## src/rtl/dl_pkg.sv

```systemverilog
package dl_pkg;

  // Bundle of slow serial-side controls taken into the system clock domain
  typedef struct packed {
    logic sclk;
    logic sdata;
    logic cs_n;
    logic upd_a_n;
    logic upd_b_n;
  } ctl_t;

  localparam ctl_t CTL_IDLE = '{sclk: 1'b0, sdata: 1'b0, cs_n: 1'b1,
                                upd_a_n: 1'b1, upd_b_n: 1'b1};

endpackage

```

## src/rtl/dl_sync.sv

```systemverilog
module dl_sync #(
  parameter int             W       = 1,
  parameter int             STAGES  = 2,
  parameter logic [W-1:0]   RST_VAL = '0
) (
  input  logic         clk,
  input  logic         rst_n,
  input  logic [W-1:0] d,
  output logic [W-1:0] q
);

  logic [STAGES-1:0][W-1:0] stg;
  logic [STAGES-1:0][W-1:0] stg_nxt;

  always_comb begin
    stg_nxt = {stg[STAGES-2:0], d};
  end

  always_ff @(posedge clk or negedge rst_n) begin
    if (!rst_n) stg <= {STAGES{RST_VAL}};
    else        stg <= stg_nxt;
  end

  assign q = stg[STAGES-1];

endmodule

```

## src/rtl/dl_shifter.sv

```systemverilog
module dl_shifter #(
  parameter int FRAME_W = 24
) (
  input  logic               clk,
  input  logic               rst_n,
  input  logic               shift_en,
  input  logic               din,
  output logic [FRAME_W-1:0] sr
);

  logic [FRAME_W-1:0] sr_nxt;

  // New bit enters the top position, older bits move toward position 0
  always_comb begin
    sr_nxt = sr;
    if (shift_en) sr_nxt = {din, sr[FRAME_W-1:1]};
  end

  always_ff @(posedge clk or negedge rst_n) begin
    if (!rst_n) sr <= '0;
    else        sr <= sr_nxt;
  end

endmodule

```

## src/rtl/dl_channel.sv

```systemverilog
module dl_channel #(
  parameter int CODE_W = 12
) (
  input  logic              clk,
  input  logic              rst_n,
  input  logic              load,
  input  logic [CODE_W-1:0] half,
  output logic [CODE_W-1:0] code,
  output logic              done
);

  logic [CODE_W-1:0] flipped;
  logic [CODE_W-1:0] code_nxt;

  // The lowest index of the half carries the code's MSB
  for (genvar i = 0; i < CODE_W; i++) begin : g_rev
    assign flipped[CODE_W-1-i] = half[i];
  end

  always_comb begin
    code_nxt = code;
    if (load) code_nxt = flipped;
  end

  always_ff @(posedge clk or negedge rst_n) begin
    if (!rst_n) begin
      code <= '0;
      done <= 1'b0;
    end else begin
      code <= code_nxt;
      done <= load;
    end
  end

endmodule

```

## src/rtl/dual_dac_loader.sv

```systemverilog
module dual_dac_loader
  import dl_pkg::*;
#(
  parameter int CODE_W      = 12,
  parameter int SYNC_STAGES = 2
) (
  input  logic              clk,
  input  logic              clr_n,
  input  logic              sclk,
  input  logic              sdata,
  input  logic              cs_n,
  input  logic              upd_a_n,
  input  logic              upd_b_n,
  output logic [CODE_W-1:0] code_a,
  output logic [CODE_W-1:0] code_b,
  output logic              done_a,
  output logic              done_b
);

  localparam int FRAME_W = 2 * CODE_W;
  localparam int NCH     = 2;
  localparam int CH_B    = 0;  // lower half of the frame register
  localparam int CH_A    = 1;  // upper half of the frame register

  // Clear: asynchronous assertion, synchronous release
  logic [1:0] clr_q;
  logic [1:0] clr_nxt;
  logic       rst_q_n;

  always_comb clr_nxt = {clr_q[0], 1'b1};

  always_ff @(posedge clk or negedge clr_n) begin
    if (!clr_n) clr_q <= '0;
    else        clr_q <= clr_nxt;
  end

  assign rst_q_n = clr_q[1];

  // Input synchronization
  ctl_t raw;
  ctl_t syn;

  assign raw = '{sclk: sclk, sdata: sdata, cs_n: cs_n,
                 upd_a_n: upd_a_n, upd_b_n: upd_b_n};

  dl_sync #(
    .W       ($bits(ctl_t)),
    .STAGES  (SYNC_STAGES),
    .RST_VAL (CTL_IDLE)
  ) u_sync (
    .clk   (clk),
    .rst_n (rst_q_n),
    .d     (raw),
    .q     (syn)
  );

  // Edge detection and control decode
  logic           sclk_q, ua_q, ub_q;
  logic           sclk_fall, selected, ua_lvl, ub_lvl, shift_en;
  logic [NCH-1:0] load;

  always_comb begin
    sclk_fall  = sclk_q & ~syn.sclk;
    selected   = ~syn.cs_n;
    ua_lvl     = selected & ~syn.upd_a_n;
    ub_lvl     = selected & ~syn.upd_b_n;
    load[CH_A] = ua_lvl & ~ua_q;
    load[CH_B] = ub_lvl & ~ub_q;
    shift_en   = sclk_fall & selected & syn.upd_a_n & syn.upd_b_n;
  end

  always_ff @(posedge clk or negedge rst_q_n) begin
    if (!rst_q_n) begin
      sclk_q <= 1'b0;
      ua_q   <= 1'b0;
      ub_q   <= 1'b0;
    end else begin
      sclk_q <= syn.sclk;
      ua_q   <= ua_lvl;
      ub_q   <= ub_lvl;
    end
  end

  // Frame register
  logic [FRAME_W-1:0] sr;

  dl_shifter #(.FRAME_W(FRAME_W)) u_shift (
    .clk      (clk),
    .rst_n    (rst_q_n),
    .shift_en (shift_en),
    .din      (syn.sdata),
    .sr       (sr)
  );

  // Channel code registers
  logic [NCH-1:0][CODE_W-1:0] codes;
  logic [NCH-1:0]             dones;

  for (genvar ch = 0; ch < NCH; ch++) begin : g_ch
    dl_channel #(.CODE_W(CODE_W)) u_ch (
      .clk   (clk),
      .rst_n (rst_q_n),
      .load  (load[ch]),
      .half  (sr[ch*CODE_W +: CODE_W]),
      .code  (codes[ch]),
      .done  (dones[ch])
    );
  end

  assign code_a = codes[CH_A];
  assign code_b = codes[CH_B];
  assign done_a = dones[CH_A];
  assign done_b = dones[CH_B];

endmodule

```

## config.mk

```make
export PLATFORM = sky130hd
export DESIGN_NAME = dual_dac_loader
export DESIGN_NICKNAME = d
export VERILOG_FILES = /design/src/rtl/dl_pkg.sv /design/src/rtl/dl_sync.sv /design/src/rtl/dl_shifter.sv /design/src/rtl/dl_channel.sv /design/src/rtl/dual_dac_loader.sv
export SDC_FILE = /design/constraint.sdc
export NUM_CORES = 1
export LEC_CHECK = 0
export BUFFER_PORTS_ARGS = -buffer_cell sky130_fd_sc_hd__buf_2
export CAP_MARGIN = 40
export CORE_MARGIN = 10
export CORE_UTILIZATION = 60
export CTS_CLUSTER_SIZE = 8
export DETAILED_ROUTE_END_ITERATION = 7
export PLACE_DENSITY = 0.83
export SLEW_MARGIN = 20
export SYNTH_ARGS = -nofsm -noshare
export SYNTH_HDL_FRONTEND = slang
export SYNTH_HIERARCHICAL = 1
export SYNTH_SLANG_ARGS = --single-unit
```

## constraint.sdc

```tcl
create_clock -name clk -period 5.35 [get_ports clk]
set_input_delay 1.07 -clock clk [delete_from_list [all_inputs] [get_ports clk]]
set_output_delay 1.07 -clock clk [all_outputs]
set_load 0.03 [all_outputs]
```

Word-level counts from Yosys, hierarchy flattened
Cells that the tools add are included.
{ "word_totals": {"in_bits": 7, "output_inout_bits": 26, "word_cells": 25, "regBits": 65} }
{ "classes": {"bitwise": 14} }
{ "op_table": {"columns": ["op", "count"], "rows": [
  ["bitwise AND 1 bit", 8],
  ["inverter 1 bit", 6]
]} }

Depth between registers and ports, before layout
Gate-level depths: netlist (run 1).
{ "logic_depth": {"depth_word": 5, "depth_mapped": 6, "ltp_nobuf": 3} }

Hierarchy
The synthesis (run 1) kept the hierarchy.
{ "by_module_without_submodules": {"columns": ["module", "seq_area_each_um2", "cells_each", "area_each_um2", "n_inst"], "rows": [
  ["dl_channel", 325.3, 26, 509.2, 2],
  ["dl_shifter", 600.6, 51, 997.2, 1],
  ["dl_sync", 257.7, 15, 295.3, 1],
  ["dual_dac_loader", 125.1, 12, 158.9, 1]
]} }

Least setup slack after synthesis (run 1)
Ideal clock, no wire load.
{ "synth_path": {"path_kind": "register -> output", "from": "register g_ch[1].u_ch.code[0]", "to": "output port code_a[0]", "t_required_ps": 4280, "path_slack_ps": 3798, "t_arrival_ps": 482, "n_path_buf": 0, "stages_incl_launch_ff": 1, "cell_sequence": "dfrtp_1"} }
{ "synth_lines": {"columns": ["item", "line", "rtl"], "rows": [
  ["start: declaration", "dl_channel.sv:8", "output logic [CODE_W-1:0] code,"],
  ["start signal: assignment", "dl_channel.sv:30", "code <= code_nxt;"],
  ["end: declaration", "dual_dac_loader.sv:14", "output logic [CODE_W-1:0] code_a,"]
]} }
No word-level cell between the ends.

Worst setup path after layout (run 1)
{ "layout_path": {"from": "register g_ch[1].u_ch.code[5]", "to": "output port code_a[5]"} }
No word-level cell between the ends.

==> summary.md, run 1 <==
| Metric | Value |
|---|---|
| Worst path bufs/invs | `1` |
| R2R depth | `4` |
| Compound-Gate Fraction of Synth Area | `0` |
| Synthesized net count | `around 140` |
| Max-slew violation count | `0` |
| Core area | `about 0.0040 mm2` |
| Syn Area/Cell | `19.0 um2` |
| Sequential power share | `0.518` |
| Worst-case clock buffer depth | `2` |
| Grt met3 use | `0.0473` |
| Drt total wl | `3.78 mm` |
| Worst-skew pair later-pin latency | `0.33 ns` |
| Initial Util | `0.617` |
| Met2 track utilization from global routing | `0.165` |
| Die Width | `between 80 and 90 um` |
| Number of global-route vias before repair | `1259` |
| Critical Path Sink Type | `output port` |
| Mapped Cells | `130` |
| Routed vias | `between 1000 and 1500` |
| Worst-path clk slew | `~0.060 ns` |
| Total chip power | `around 1 mW` |
| Switch share | `0.215` |
| Total Routing Usage GR | `0.119` |
| # hold bufs at CTS | `0` |
| # nets final | `~180` |
| Mux cell area share after synthesis | `0.280` |
| GPL Wtd Cong | `~0.68` |
| FF+latch count, synth | `65` |
| Design area | `approximately 0.0029 mm2` |
| Final worst path period need | `roughly 2.0 ns` |
| Seq/Total Area, Yosys | `0.662` |
| Initial drt markers | `86` |
| Layout fillers | `between 200 and 250` |
| First-pass GRT wire length | `roughly 6.6 mm` |
| # resized after CTS | `0` |
| Ys Warns | `6` |
| Gate power share | `0.068` |
| Initial antenna violation count | `0` |
| DP Area | `0.00262 mm2` |
| Final-report hold violation count | `0` |
| Post-synthesis cell area | `roughly 0.0025 mm2` |
| CP peak stage delay | `just under 0.4 ns` |
| CP Launch Type | `flip-flop` |
| Die H | `84.2 um` |
| Worst Path Max Fanout | `2` |
| Kind of critical path | `flip-flop to output port` |
| Crit-path cells | `buf_2` |
| Port Buffers | `32` |
| Peak VDD IR | `between 0.2 and 0.25 mV` |
| Family with the most delay on the worst path | `flip-flops` |
| CTS root buffer | `clkbuf_8` |
| Setup bufs post-CTS | `0` |
| Inserted Diodes | `0` |
| H-tree depth | `3` |
| Avg WL per Cell | `16.9 um` |
| Final setup violation count | `0` |
| Layout cells sized above 1 | `0.630` |
| Global routing met1 resource utilization | `0.147` |
| Area grow syn2layout | `16.5%` |
| Post-route ant nets | `0` |
| Largest net degree at the start of global routing | `between 60 and 70` |
| Final core occ | `0.719` |
| Worst Hold Class | `flip-flop to async pin` |
| Status | `finished clean` |
| Io pins | `33` |
| Clock Sinks | `65` |
| Worst reg2reg endpoint | `u_shift/sr[0]` |
| Post-Synth Simple-Gate Area | `0.0122` |
| FF-to-FF setup slack | `about 3.7 ns` |
| Final global-route overflow total | `0` |
| Synth Area in XOR/XNOR | `0` |
| FP Rows | `23` |
| Clock Power Share | `0.414` |
| Switching power of the nets | `about 0.22 mW` |
| Die area | `around 0.0071 mm2` |
| Pre-Repair DR Iteration Count | `4` |
| Placed wire-length estimate | `2.45 mm` |
| P per Cell Area | `between 300 and 400 mW/mm2` |
| Clock buffer count from CTS | `9` |
| Final period util | `0.370` |
| DRC Markers | `0` |
| RSZ-0062 raised after global routing | `no` |
| Worst R2R Start | `u_sync/q[1]` |
| Req. time, crit path | `roughly 4.3 ns` |
| Worst path slowest cell | `dfrtp_1` |
| Combinational family with the most area after synthesis | `multiplexers` |
| Critical path arrival | `0.91 ns` |
| CTS tree | `yes` |
| Busiest grt layer | `met2` |
| Clock skew | `about 0.0062 ns` |
| Max_cap viols | `0` |
| DR vias/cell | `roughly 5.1` |
| Internal power | `~0.80 mW` |
| Post-route setup TNS | `0 ns` |
| Post-Synth Adder-Cell Area | `0` |
| Pleak | `1.49 nW` |
| Cell variety after synth | `11` |
| Fmax | `approximately 510 MHz` |
## Yosys cell counts (all sizes together)
master	number	area (um2)
buf	10	111
nor3	2	10.0
dfstp	6	158
dfrtp	59	1480
nand4b	1	8.76
conb	1	3.75
nor2	3	11.3
mux2	48	691
## state kept, by name (all words and copies together) (netlist names)
| name | flops |
|---|---|
| g_ch.u_ch/code | 24 |
| clr_q | 2 |
| u_sync/stg | 5 |
| ub_q | 1 |
| u_shift/sr | 24 |
| sclk_q | 1 |
| ua_q | 1 |
| g_ch.u_ch/done | 2 |
| u_sync/q | 5 |
## metrics by stage
step / setup slack (ns) / hold WS, ns / cells
2_1_floorplan: 3.42 / 0.331 / 130
3_3_place_gp: 3.48 / 0.333 / 205
3_5_place_dp: 3.40 / 0.339 / 205
4_1_cts: 3.34 / 0.354 / 221
5_1_grt: 3.32 / 0.359 / 223
6_report: 3.37 / 0.338 / 223
## cell type report
cell class / count / area, um2 / area share
clock buffers: 14 / 173 / 0.0600
clock inverters: 2 / 35.0 / 0.0122
multi-input cells: 55 / 742 / 0.258
flip-flops and latches: 65 / 1640 / 0.568
well taps: 50 / 62.6 / 0.0217
repair buffers: 37 / 230 / 0.0800
## how the worst max path moves through the flow
| stage | depth (start not counted) | to | start | slack (ns) |
|---|---|---|---|---|
| floorplan | 0 | g_ch[0].u_ch/code[0] | clr_q[1] | 3.42 |
| detailed placement | 3 | u_shift/sr[1] | u_sync/q[1] | 3.40 |
| global route | 1 | code_a[5] | g_ch[1].u_ch/code[5] | 3.32 |
| CTS | 1 | code_a[5] | g_ch[1].u_ch/code[5] | 3.34 |
| finish | 1 | code_a[5] | g_ch[1].u_ch/code[5] | 3.37 |
| global placement | 3 | u_shift/sr[0] | u_sync/q[0] | 3.48 |
## layer usage
layer	vias up	wire [um]
met5	-	0
met4	0	117
met3	11	210
met2	32	1740
met1	578	1710
li1	519	-
## layout by cell type, fill, tap and decap left out, drive strengths merged
cell / instances
dfrtp: 59
mux2: 48
buf: 37
clkbuf: 14
dfstp: 6
nor2: 3
nor3: 2
nand4b: 1
bufinv: 1
clkinv: 1
conb: 1
## cells by family after synthesis
kind of cell | Yosys count
flops | 65
mux | 48
buf+inv | 10
simple gates | 6
other cells | 1
## power by group through the flow
stage	Sequential (mW)	Clock (mW)	Combinational [mW]
finish	0.525	0.420	0.0690
global route	0.527	0.460	0.0746
CTS	0.525	0.435	0.0678
detailed placement	0.533	0	0.0675
global placement	0.531	0	0.0655
floorplan	0.551	0	0.0325
Power figures use the tool's default switching activity.
==> inputs of run 2 (changes only) <==
--- a/config.mk
+++ b/config.mk
@@ -8,10 +8,10 @@
 export BUFFER_PORTS_ARGS = -buffer_cell sky130_fd_sc_hd__buf_2
 export CAP_MARGIN = 40
 export CORE_MARGIN = 10
-export CORE_UTILIZATION = 60
+export CORE_UTILIZATION = 56
 export CTS_CLUSTER_SIZE = 8
 export DETAILED_ROUTE_END_ITERATION = 7
-export PLACE_DENSITY = 0.83
+export PLACE_DENSITY = 0.78
 export SLEW_MARGIN = 20
 export SYNTH_ARGS = -nofsm -noshare
 export SYNTH_HDL_FRONTEND = slang
==> constraint.sdc (replaced) <==
create_clock -name clk -period 1.9 [get_ports clk]
set_input_delay 0.38 -clock clk [delete_from_list [all_inputs] [get_ports clk]]
set_output_delay 0.38 -clock clk [all_outputs]
set_load 0.03 [all_outputs]
==> run 2 against run 1 <==
Count of clock-buffer cells in the layout fell by 4. Largest power group unchanged. Cell count increased by 1.8%. Critical endpoint is now u_shift/sr[1]. Critical path type is now flip-flop to flip-flop. Combinational power rose to 2.7 times the previous value.
==> summary.md, run 2 (synthesis results as in run 1) <==
| Metric | Value |
|---|---|
| RSZ-0062 raised after global routing | `no` |
| Drt total wl | `around 3.8 mm` |
| First-pass GRT wire length | `6.56 mm` |
| Die area | `~0.0075 mm2` |
| Worst Path Max Fanout | `19` |
| H-tree depth | `3` |
| Layout cells sized above 1 | `0.640` |
| Most frequent cells in the layout | `dfrtp_1 (58), mux2_4 (40), buf_2 (32), clkbuf_8 (10), mux2_2 (8)` |
| Clock Sinks | `65` |
| Initial drt markers | `a little under 90` |
| Placed wire-length estimate | `2.58 mm` |
| Area grow syn2layout | `16.0%` |
| Met2 track utilization from global routing | `0.161` |
| FP Rows | `24` |
| Post-place setup slack | `slightly below 0.4 ns` |
| DP Area | `0.00266 mm2` |
| Worst Hold Class | `primary input to flip-flop` |
| Kind of critical path | `flip-flop to flip-flop` |
| Critical Path Sink Type | `flip-flop` |
| Req. time, crit path | `approximately 2.1 ns` |
| Clock buffer count from CTS | `9` |
| Routed vias | `between 1000 and 1500` |
| Peak VDD IR | `0.700 mV` |
| PnR worst setup slack | `about 0.38 ns` |
| Global routing met1 resource utilization | `0.145` |
| Pre-Repair DR Iteration Count | `4` |
| Max-slew violation count | `0` |
| Final-report hold violation count | `0` |
| Worst-skew pair later-pin latency | `approximately 0.33 ns` |
| Commonest non-fill, non-tap cell in the layout | `dfrtp_1` |
| CTS root buffer | `clkbuf_8` |
| Inserted Diodes | `0` |
| P per Cell Area | `975 mW/mm2` |
| Avg WL per Cell | `between 15 and 20 um` |
| GPL Wtd Cong | `0.685` |
| Post-route setup TNS | `0 ns` |
| Total Routing Usage GR | `0.117` |
| Port Buffers | `32` |
| Layout fillers | `312` |
| Status | `finished clean` |
| DRC Markers | `0` |
| Post-route ant nets | `0` |
| Final global-route overflow total | `0` |
| Io pins | `33` |
| Worst-case clock buffer depth | `2` |
| Final period util | `0.799` |
| CTS tree | `yes` |
| Final core occ | `0.663` |
| Grt met3 use | `0.0497` |
| Design area | `about 0.0029 mm2` |
| Worst-path clk slew | `0.06 ns` |
| Largest net degree at the start of global routing | `38` |
| CP Launch Type | `flip-flop` |
| Number of global-route vias before repair | `between 1000 and 1500` |
| Die H | `between 80 and 90 um` |
| Largest regs | `g_ch.u_ch/code (24), u_shift/sr (24)` |
| Total chip power | `between 2 and 3 mW` |
| Setup bufs post-CTS | `0` |
| Fmax | `between 600 and 700 MHz` |
| Final setup violation count | `0` |
| Clock skew | `just under 0.008 ns` |
| Critical path arrival | `between 1.5 and 2 ns` |
| Initial Util | `0.571` |
| # nets final | `177` |
| Pleak | `approximately 1.5 nW` |
| Core area | `~0.0043 mm2` |
| Busiest grt layer | `met2` |
| Die Width | `86.4 um` |
| Max_cap viols | `0` |
| Initial antenna violation count | `0` |
| Final worst path period need | `roughly 1.5 ns` |
| DR vias/cell | `roughly 5` |
-- run 2: worst max-delay path, stage by stage, from the launching register on --
cell and delay (ns):
dfstp_2 0.55, nand4b_1 0.16, nor2_4 0.15, buf_12 0.20
mux2_2 0.35
-- run 2: layout make-up --
class                      count  area (um2)  share of cell area
timing repair buffer          39         228              0.0795
multi-input combinational     55         742               0.259
sequential                    65        1640               0.571
clock inverter                 6        57.6              0.0201
clock buffer                  10         138              0.0480
tap                           52        65.1              0.0227
-- run 2: per-stage QoR --
step	std cells	hold WS, ns
after floorplan	130	0.0844
after global placement	210	0.165
after detailed placement	210	0.168
after CTS	227	0.126
after global routing	227	0.114
final	227	0.146
-- run 2: power breakdown --
| group | leakage (nW) | internal [mW] | switching (mW) | total [mW] |
|---|---|---|---|---|
| Sequential | 0.861 | 1.44 | 0.0323 | 1.48 |
| Combinational | 0.521 | 0.0816 | 0.107 | 0.189 |
| Clock | 0.102 | 0.631 | 0.498 | 1.13 |
| Total | 1.48 | 2.16 | 0.638 | 2.79 |
-- run 2: path summary, 6_finish.rpt --
path | to | cells after the start | startpoint | slack, ns
max | u_shift/sr[1] | 4 | u_sync/q[0] | 0.38
min | u_sync/stg[1] | 1 | upd_a_n | 0.15
max reg2reg | u_shift/sr[1] | 4 | u_sync/q[0] | 0.38
min reg2reg | u_shift/sr[2] | 1 | clr_q[1] | 0.26
max in group asynchronous | u_sync/q[2] | 1 | clr_q[1] | 1.25
min in group asynchronous | u_shift/sr[2] | 1 | clr_q[1] | 0.26
-- run 2: timing repair --
item                                   in CTS  in global routing
hold buffers                                1                  0
resized for setup                           0                  0
endpoints found under the hold margin       2                  0
-- run 2: routing by layer --
metal | wire length [um] | vias to the layer above
met2 | 1840 | 28
li1 | - | 522
met1 | 1720 | 580
met4 | 87 | 0
met3 | 188 | 8
met5 | 0 | -
